<file path="src/rtl/refsel_pkg.sv">
package refsel_pkg;

  localparam int NUM_REF = 2;
  localparam int IDX_PRI = 0;
  localparam int IDX_SEC = 1;

  typedef enum logic [1:0] {
    SEL_FREE = 2'b00,
    SEL_PRI  = 2'b01,
    SEL_SEC  = 2'b10
  } sel_e;

  typedef enum logic [1:0] {
    MODE_WARM = 2'b00,
    MODE_AUTO = 2'b01,
    MODE_MAN  = 2'b10
  } mode_e;

  localparam logic [1:0] CMD_AUTO = 2'b00;
  localparam logic [1:0] CMD_PRI  = 2'b01;
  localparam logic [1:0] CMD_SEC  = 2'b10;
  localparam logic [1:0] CMD_FREE = 2'b11;

  // Automatic rule set, evaluated from the current selection.
  function automatic sel_e auto_pick(input sel_e cur, input logic up,
                                     input logic us, input logic hold_ok);
    sel_e r;
    case (cur)
      SEL_PRI: r = up ? SEL_PRI : (us ? SEL_SEC : SEL_FREE);
      SEL_SEC: begin
        if (us) r = (up && hold_ok) ? SEL_PRI : SEL_SEC;
        else    r = up ? SEL_PRI : SEL_FREE;
      end
      default: r = up ? SEL_PRI : (us ? SEL_SEC : SEL_FREE);
    endcase
    return r;
  endfunction

  // Manual target, honoured only while the target is usable.
  function automatic sel_e man_pick(input sel_e tgt, input logic up,
                                    input logic us);
    sel_e r;
    case (tgt)
      SEL_PRI: r = up ? SEL_PRI : SEL_FREE;
      SEL_SEC: r = us ? SEL_SEC : SEL_FREE;
      default: r = SEL_FREE;
    endcase
    return r;
  endfunction

  function automatic sel_e code_to_target(input logic [1:0] code);
    sel_e r;
    case (code)
      CMD_PRI: r = SEL_PRI;
      CMD_SEC: r = SEL_SEC;
      default: r = SEL_FREE;
    endcase
    return r;
  endfunction

endpackage

</file>
<file path="src/rtl/refsel_qual.sv">
module refsel_qual #(
  parameter int NREF = 2
) (
  input  logic [NREF-1:0] assigned_i,
  input  logic [NREF-1:0] enabled_i,
  input  logic [NREF-1:0] alarm_i,
  output logic [NREF-1:0] usable_o
);

  for (genvar g = 0; g < NREF; g++) begin : g_ref
    assign usable_o[g] = assigned_i[g] & enabled_i[g] & ~alarm_i[g];
  end

endmodule

</file>
<file path="src/rtl/refsel_timer.sv">
module refsel_timer #(
  parameter int LIMIT = 8
) (
  input  logic clk,
  input  logic rst,
  input  logic clr,
  input  logic tick,
  output logic done
);

  localparam int CW = (LIMIT < 1) ? 1 : $clog2(LIMIT + 1);
  localparam logic [CW-1:0] LIM = CW'(LIMIT);

  logic [CW-1:0] cnt_q;

  always_ff @(posedge clk) begin
    if (rst || clr) begin
      cnt_q <= '0;
    end else if (tick && (cnt_q != LIM)) begin
      cnt_q <= cnt_q + 1'b1;
    end
  end

  assign done = (cnt_q == LIM);

endmodule

</file>
<file path="src/rtl/refsel_fsm.sv">
module refsel_fsm
  import refsel_pkg::*;
(
  input  logic                clk,
  input  logic                rst,
  input  logic                unit_en,
  input  logic [NUM_REF-1:0]  usable,
  input  logic                warm_done,
  input  logic                hold_done,
  input  logic                cmd_valid,
  input  logic [1:0]          cmd_code,
  output mode_e               mode_q,
  output sel_e                sel_q,
  output sel_e                sel_n
);

  mode_e mode_n;
  sel_e  tgt_q, tgt_n;
  logic  up, us, force_cmd, auto_cmd;

  assign up        = usable[IDX_PRI];
  assign us        = usable[IDX_SEC];
  assign force_cmd = cmd_valid && (cmd_code != CMD_AUTO);
  assign auto_cmd  = cmd_valid && (cmd_code == CMD_AUTO);

  always_comb begin
    mode_n = mode_q;
    sel_n  = sel_q;
    tgt_n  = tgt_q;
    if (!unit_en) begin
      mode_n = MODE_WARM;
      sel_n  = SEL_FREE;
    end else if (force_cmd) begin
      mode_n = MODE_MAN;
      tgt_n  = code_to_target(cmd_code);
      sel_n  = man_pick(tgt_n, up, us);
    end else begin
      case (mode_q)
        MODE_WARM: begin
          if (warm_done) begin
            mode_n = MODE_AUTO;
            sel_n  = auto_pick(SEL_FREE, up, us, hold_done);
          end else begin
            sel_n = SEL_FREE;
          end
        end
        MODE_AUTO: sel_n = auto_pick(sel_q, up, us, hold_done);
        MODE_MAN: begin
          if (auto_cmd) begin
            mode_n = MODE_AUTO;
            sel_n  = auto_pick(sel_q, up, us, hold_done);
          end else begin
            sel_n = man_pick(tgt_q, up, us);
          end
        end
        default: begin
          mode_n = MODE_WARM;
          sel_n  = SEL_FREE;
        end
      endcase
    end
  end

  always_ff @(posedge clk) begin
    if (rst) begin
      mode_q <= MODE_WARM;
      sel_q  <= SEL_FREE;
      tgt_q  <= SEL_FREE;
    end else begin
      mode_q <= mode_n;
      sel_q  <= sel_n;
      tgt_q  <= tgt_n;
    end
  end

endmodule

</file>
<file path="src/rtl/refsel_evt.sv">
module refsel_evt
  import refsel_pkg::*;
#(
  parameter int CNT_W = 8
) (
  input  logic             clk,
  input  logic             rst,
  input  sel_e             sel_cur,
  input  sel_e             sel_nxt,
  output logic             pulse_q,
  output logic [CNT_W-1:0] count_q
);

  logic change;
  assign change = (sel_cur != sel_nxt);

  always_ff @(posedge clk) begin
    if (rst) begin
      pulse_q <= 1'b0;
      count_q <= '0;
    end else begin
      pulse_q <= change;
      if (change) count_q <= count_q + 1'b1;
    end
  end

endmodule

</file>
<file path="src/rtl/refsel_ctrl.sv">
module refsel_ctrl
  import refsel_pkg::*;
#(
  parameter int WARMUP_TICKS  = 8,
  parameter int HOLDOFF_TICKS = 4,
  parameter int CNT_W         = 8
) (
  input  logic             clk,
  input  logic             rst,
  input  logic             unit_en,
  input  logic             tick,
  input  logic             pri_assigned,
  input  logic             pri_enabled,
  input  logic             pri_alarm,
  input  logic             sec_assigned,
  input  logic             sec_enabled,
  input  logic             sec_alarm,
  input  logic             cmd_valid,
  input  logic [1:0]       cmd_code,
  output logic [1:0]       mode_o,
  output logic [1:0]       sel_ref_o,
  output logic             switch_pulse_o,
  output logic [CNT_W-1:0] switch_count_o
);

  logic [NUM_REF-1:0] usable;
  logic               warm_done, hold_done;
  logic               warm_clr, hold_clr;
  mode_e              mode_q;
  sel_e               sel_q, sel_n;

  refsel_qual #(.NREF(NUM_REF)) u_qual (
    .assigned_i ({sec_assigned, pri_assigned}),
    .enabled_i  ({sec_enabled,  pri_enabled}),
    .alarm_i    ({sec_alarm,    pri_alarm}),
    .usable_o   (usable)
  );

  assign warm_clr = !unit_en || (mode_q != MODE_WARM);
  assign hold_clr = !usable[IDX_PRI];

  refsel_timer #(.LIMIT(WARMUP_TICKS)) u_warm (
    .clk  (clk),
    .rst  (rst),
    .clr  (warm_clr),
    .tick (tick),
    .done (warm_done)
  );

  refsel_timer #(.LIMIT(HOLDOFF_TICKS)) u_hold (
    .clk  (clk),
    .rst  (rst),
    .clr  (hold_clr),
    .tick (tick),
    .done (hold_done)
  );

  refsel_fsm u_fsm (
    .clk       (clk),
    .rst       (rst),
    .unit_en   (unit_en),
    .usable    (usable),
    .warm_done (warm_done),
    .hold_done (hold_done),
    .cmd_valid (cmd_valid),
    .cmd_code  (cmd_code),
    .mode_q    (mode_q),
    .sel_q     (sel_q),
    .sel_n     (sel_n)
  );

  refsel_evt #(.CNT_W(CNT_W)) u_evt (
    .clk     (clk),
    .rst     (rst),
    .sel_cur (sel_q),
    .sel_nxt (sel_n),
    .pulse_q (switch_pulse_o),
    .count_q (switch_count_o)
  );

  assign mode_o    = mode_q;
  assign sel_ref_o = sel_q;

endmodule

</file>
<file path="config.mk">
export PLATFORM = sky130hd
export DESIGN_NAME = refsel_ctrl
export DESIGN_NICKNAME = d
export VERILOG_FILES = /design/src/rtl/refsel_pkg.sv /design/src/rtl/refsel_qual.sv /design/src/rtl/refsel_timer.sv /design/src/rtl/refsel_fsm.sv /design/src/rtl/refsel_evt.sv /design/src/rtl/refsel_ctrl.sv
export SDC_FILE = /design/constraint.sdc
export NUM_CORES = 1
export LEC_CHECK = 0
export ABC_AREA = 1
export BUFFER_PORTS_ARGS = -buffer_cell sky130_fd_sc_hd__buf_2
export CAP_MARGIN = 20
export CELL_PAD_IN_SITES_DETAIL_PLACEMENT = 0
export CELL_PAD_IN_SITES_GLOBAL_PLACEMENT = 2
export CORE_MARGIN = 2
export CORE_UTILIZATION = 32
export CTS_CLUSTER_SIZE = 28
export DETAILED_ROUTE_END_ITERATION = 12
export PLACE_DENSITY_LB_ADDON = 0.05
export SLEW_MARGIN = 20
export SYNTH_ARGS = -nofsm -noshare
export SYNTH_HDL_FRONTEND = slang
export SYNTH_SLANG_ARGS = --single-unit
</file>
<file path="constraint.sdc">
create_clock -name clk -period 4.03 [get_ports clk]
set_clock_uncertainty 0.15 [all_clocks]
set_input_delay 0.2015 -clock clk [delete_from_list [all_inputs] [get_ports clk]]
set_output_delay 0.2015 -clock clk [all_outputs]
set_load 0.05 [all_outputs]
</file>
==> impl_results.md <==
* Post-route total power at 0.410 mW
* Number of antenna violations at the first check in global routing at 0
* Critical Path RT at 4030 ps
* Shortest period the worst path allows at 1940 ps
* Overall die area at 0.00473 mm2
* Via count at 1193
* Sink Count at 22
* Post-synthesis instance area at 0.00134 mm2
* RSZ-0062 raised after global routing: false
* Post-route ant nets at 0
* Number of enable-type register cells in the synthesized netlist at 0
* Final clock period utilization by the worst path at 0.482
* Worst Setup Path Type: flip-flop to flip-flop
* Number of synthesized register bits at 22
* CP Launch Type: flip-flop
* Wire length after detailed routing at 2950 um
* Largest cells by area after synthesis: sky130_fd_sc_hd__dfxtp_1, sky130_fd_sc_hd__nand2_1, sky130_fd_sc_hd__ha_1
* Maximum buffer depth of the clock tree at 2
* Global routing usage on met1 at 0.186
* Maximum level of the CTS H-tree at 1
* Commonest non-fill, non-tap cell in the layout: sky130_fd_sc_hd__nand2_1
* Synthesis-to-layout area growth at 16.8%
* Worst Path Max Fanout at 9
* Path class of the lowest-slack min-delay path: primary input to flip-flop
* Clock Tree Root: sky130_fd_sc_hd__clkbuf_8
* Top library cells by usage in the layout, fill and taps aside: sky130_fd_sc_hd__nand2_1, sky130_fd_sc_hd__inv_1, sky130_fd_sc_hd__buf_2
* Max-cap violations at 0
* Portion of synthesized cell area occupied by the leading cell type at 0.328
* Number of CTS-inserted buffers at 3
* Syn Nets at 210
* CTS clock-pin slew for the worst setup and hold paths at 80 ps
* Endpoint arrival time on the critical path at 1940 ps
* Overall track demand over capacity in global routing at 0.140
* Largest net degree at the start of global routing at 13
* Routing layer with the top usage in global route: met2
* Row count at 23
* Diodes inserted at 0
* Overall die height at 68.7 um
* Setup Fix Bufs, Post-CTS at 0
* Resize count post-CTS at 0
* Share of synthesized registers carrying an async set or reset at 0
* Tightest Pin Transition at 589 ps
* Aggregate global routing overflow at 0
* IR Drop Worst-Case VDD at 104 uV
* Global routing usage on met3 at 0.0260
* Global routing usage on met2 at 0.227
* Cell type with the highest aggregate area in the netlist: sky130_fd_sc_hd__dfxtp_1
* Wirelength per Cell at 11.2 um
* Post-layout util at 0.389
* Endpoint kind of the worst setup timing path: flip-flop
* Count of hold buffers inserted by post-cts repair at 0
* Via count of the first global-routing pass at 1165
* Detailed placer's ending HPWL at 2370 um
* Post-synthesis sequential area ratio at 0.328
* Area of the placeable core at 0.00403 mm2
* DR vias/cell at 4.54
* GP Congestion at 0.768
* Synth Flop Type: sky130_fd_sc_hd__dfxtp_1
* TritonCTS clock tree: yes
* Cell Pwr Density at 262 mW/mm2
* Port Buffer Count at 25
* Iteration-0 DRC count of the detailed router at 56
* Area of all placed cells without fillers at 0.00157 mm2
* Run status: completed
* Count of synthesis-stage warnings from yosys at 0
* Fin Setup TNS at 0 ps
* Ports placed on the boundary at 26
* Remaining design rule violation count at 0
* Router iterations before antenna repair at 4
* Final worst slack at 2090 ps
* Number of setup violations in the final report at 0
* Initial core utilization at 0.333
* Nets at 239
* Share of final-layout standard cells stronger than drive strength 1 at 0.211
* Average footprint of a synthesized cell at 7.21 um2
* Cell leakage power at 0.743 nW
* Final Max Tran Viols at 0
* Headroom to the max-slew limit at 0.605
* Max Freq at 0.515 GHz
* Cell variety after synth at 23
* Number of standard cells after synthesis at 186
* Clock Latency Late Sink at 260 ps
* Hold violation count in the final report at 0
* Global-route wire length before repair at 5000 um
* Width of the die at 68.7 um
* Count of filler cells inserted in the layout at 446
* Pre-CTS setup slack at 2020 ps
* Total placed instance area at 0.00153 mm2
[routing by layer]
layer | share of wire | vias up | routed length (um)
met5 | 0 | - | 0
met1 | 0.50 | 525 | 1470
met2 | 0.46 | 16 | 1370
met4 | 0.0085 | 0 | 25
met3 | 0.030 | 4 | 87
li1 | - | 648 | -
[cell usage after synthesis, types with 2 or more instances]
library cell and n:
sky130_fd_sc_hd__nand2_1 47, sky130_fd_sc_hd__inv_1 26, sky130_fd_sc_hd__dfxtp_1 22, sky130_fd_sc_hd__a21oi_1 14, sky130_fd_sc_hd__nor2_1 14, sky130_fd_sc_hd__ha_1 11
sky130_fd_sc_hd__nand3_1 9, sky130_fd_sc_hd__nand4_1 9, sky130_fd_sc_hd__nor2_2 5, sky130_fd_sc_hd__nand2_4 4, sky130_fd_sc_hd__xor2_1 4, sky130_fd_sc_hd__o21ai_0 3
sky130_fd_sc_hd__xnor2_1 3, sky130_fd_sc_hd__a211oi_1 2, sky130_fd_sc_hd__inv_2 2, sky130_fd_sc_hd__nand2_2 2, sky130_fd_sc_hd__nand3_4 2, sky130_fd_sc_hd__nor3_1 2
[area by class of cell]
cell class              instances  area (um2)  area share
multi-input cells             135         792       0.506
flip-flops and latches         22         440       0.281
repair buffers                 25         125      0.0799
inverters                      28         105      0.0671
well taps                      50        62.6      0.0399
clock buffers                   3        41.3      0.0264
[logic make-up after synthesis]
group / synth area share
DFF: 0.328
adders and majority gates: 0.103
AOI/OAI and AO/OA: 0.0914
and+or+nand+nor: 0.351
buffers and inverters: 0.0812
xor gates and xnor gates: 0.0457
[final timing paths]
| kind | startpoint | endpoint | slack (ps) | cells after the start |
|---|---|---|---|---|
| worst max register to register | u_warm.cnt_q[0] | u_evt.count_q[6] | 2090 | 16 |
| worst min register to register | u_fsm.tgt_q[1] | u_fsm.tgt_q[1] | 340 | 2 |
| worst max-delay path | u_warm.cnt_q[0] | u_evt.count_q[6] | 2090 | 16 |
| worst min-delay path | rst | u_evt.count_q[1] | 110 | 2 |
[critical path, cell delays in order, from the launching register on]
cell and delay [ps]:
sky130_fd_sc_hd__dfxtp_1 390, sky130_fd_sc_hd__inv_1 80, sky130_fd_sc_hd__ha_1 200, sky130_fd_sc_hd__nand2_1 80, sky130_fd_sc_hd__nor2_2 60, sky130_fd_sc_hd__nand2_1 60, sky130_fd_sc_hd__nand2_1 50, sky130_fd_sc_hd__inv_1 50
sky130_fd_sc_hd__nand2_1 50, sky130_fd_sc_hd__nand2_1 50, sky130_fd_sc_hd__nand2_1 60, sky130_fd_sc_hd__nand2_1 80, sky130_fd_sc_hd__nand2_1 80, sky130_fd_sc_hd__nand2_4 120, sky130_fd_sc_hd__nand3_4 130, sky130_fd_sc_hd__nand2_1 90
sky130_fd_sc_hd__a21oi_1 60
[metrics by stage]
step / std cells / hold WS (ps)
global placement: 260 / 311
CTS: 263 / 107
detailed placement: 260 / 326
global route: 263 / 112
floorplan: 186 / 224
finish: 263 / 109
[flip-flops by register name, indices dropped and copies added (netlist names)]
signal	cells
u_evt.count_q	8
u_evt.pulse_q	1
u_fsm.mode_q	2
u_fsm.sel_q	2
u_fsm.tgt_q	2
u_hold.cnt_q	3
u_warm.cnt_q	4
[report_power, final]
| group | switching, mW | internal (mW) | leakage (nW) |
|---|---|---|---|
| Sequential | 0.00308 | 0.221 | 0.178 |
| Clock | 0.0707 | 0.0667 | 0.0216 |
| Combinational | 0.0324 | 0.0162 | 0.544 |
| Total | 0.106 | 0.304 | 0.743 |
No activity file was read; power rests on OpenSTA's default activity.
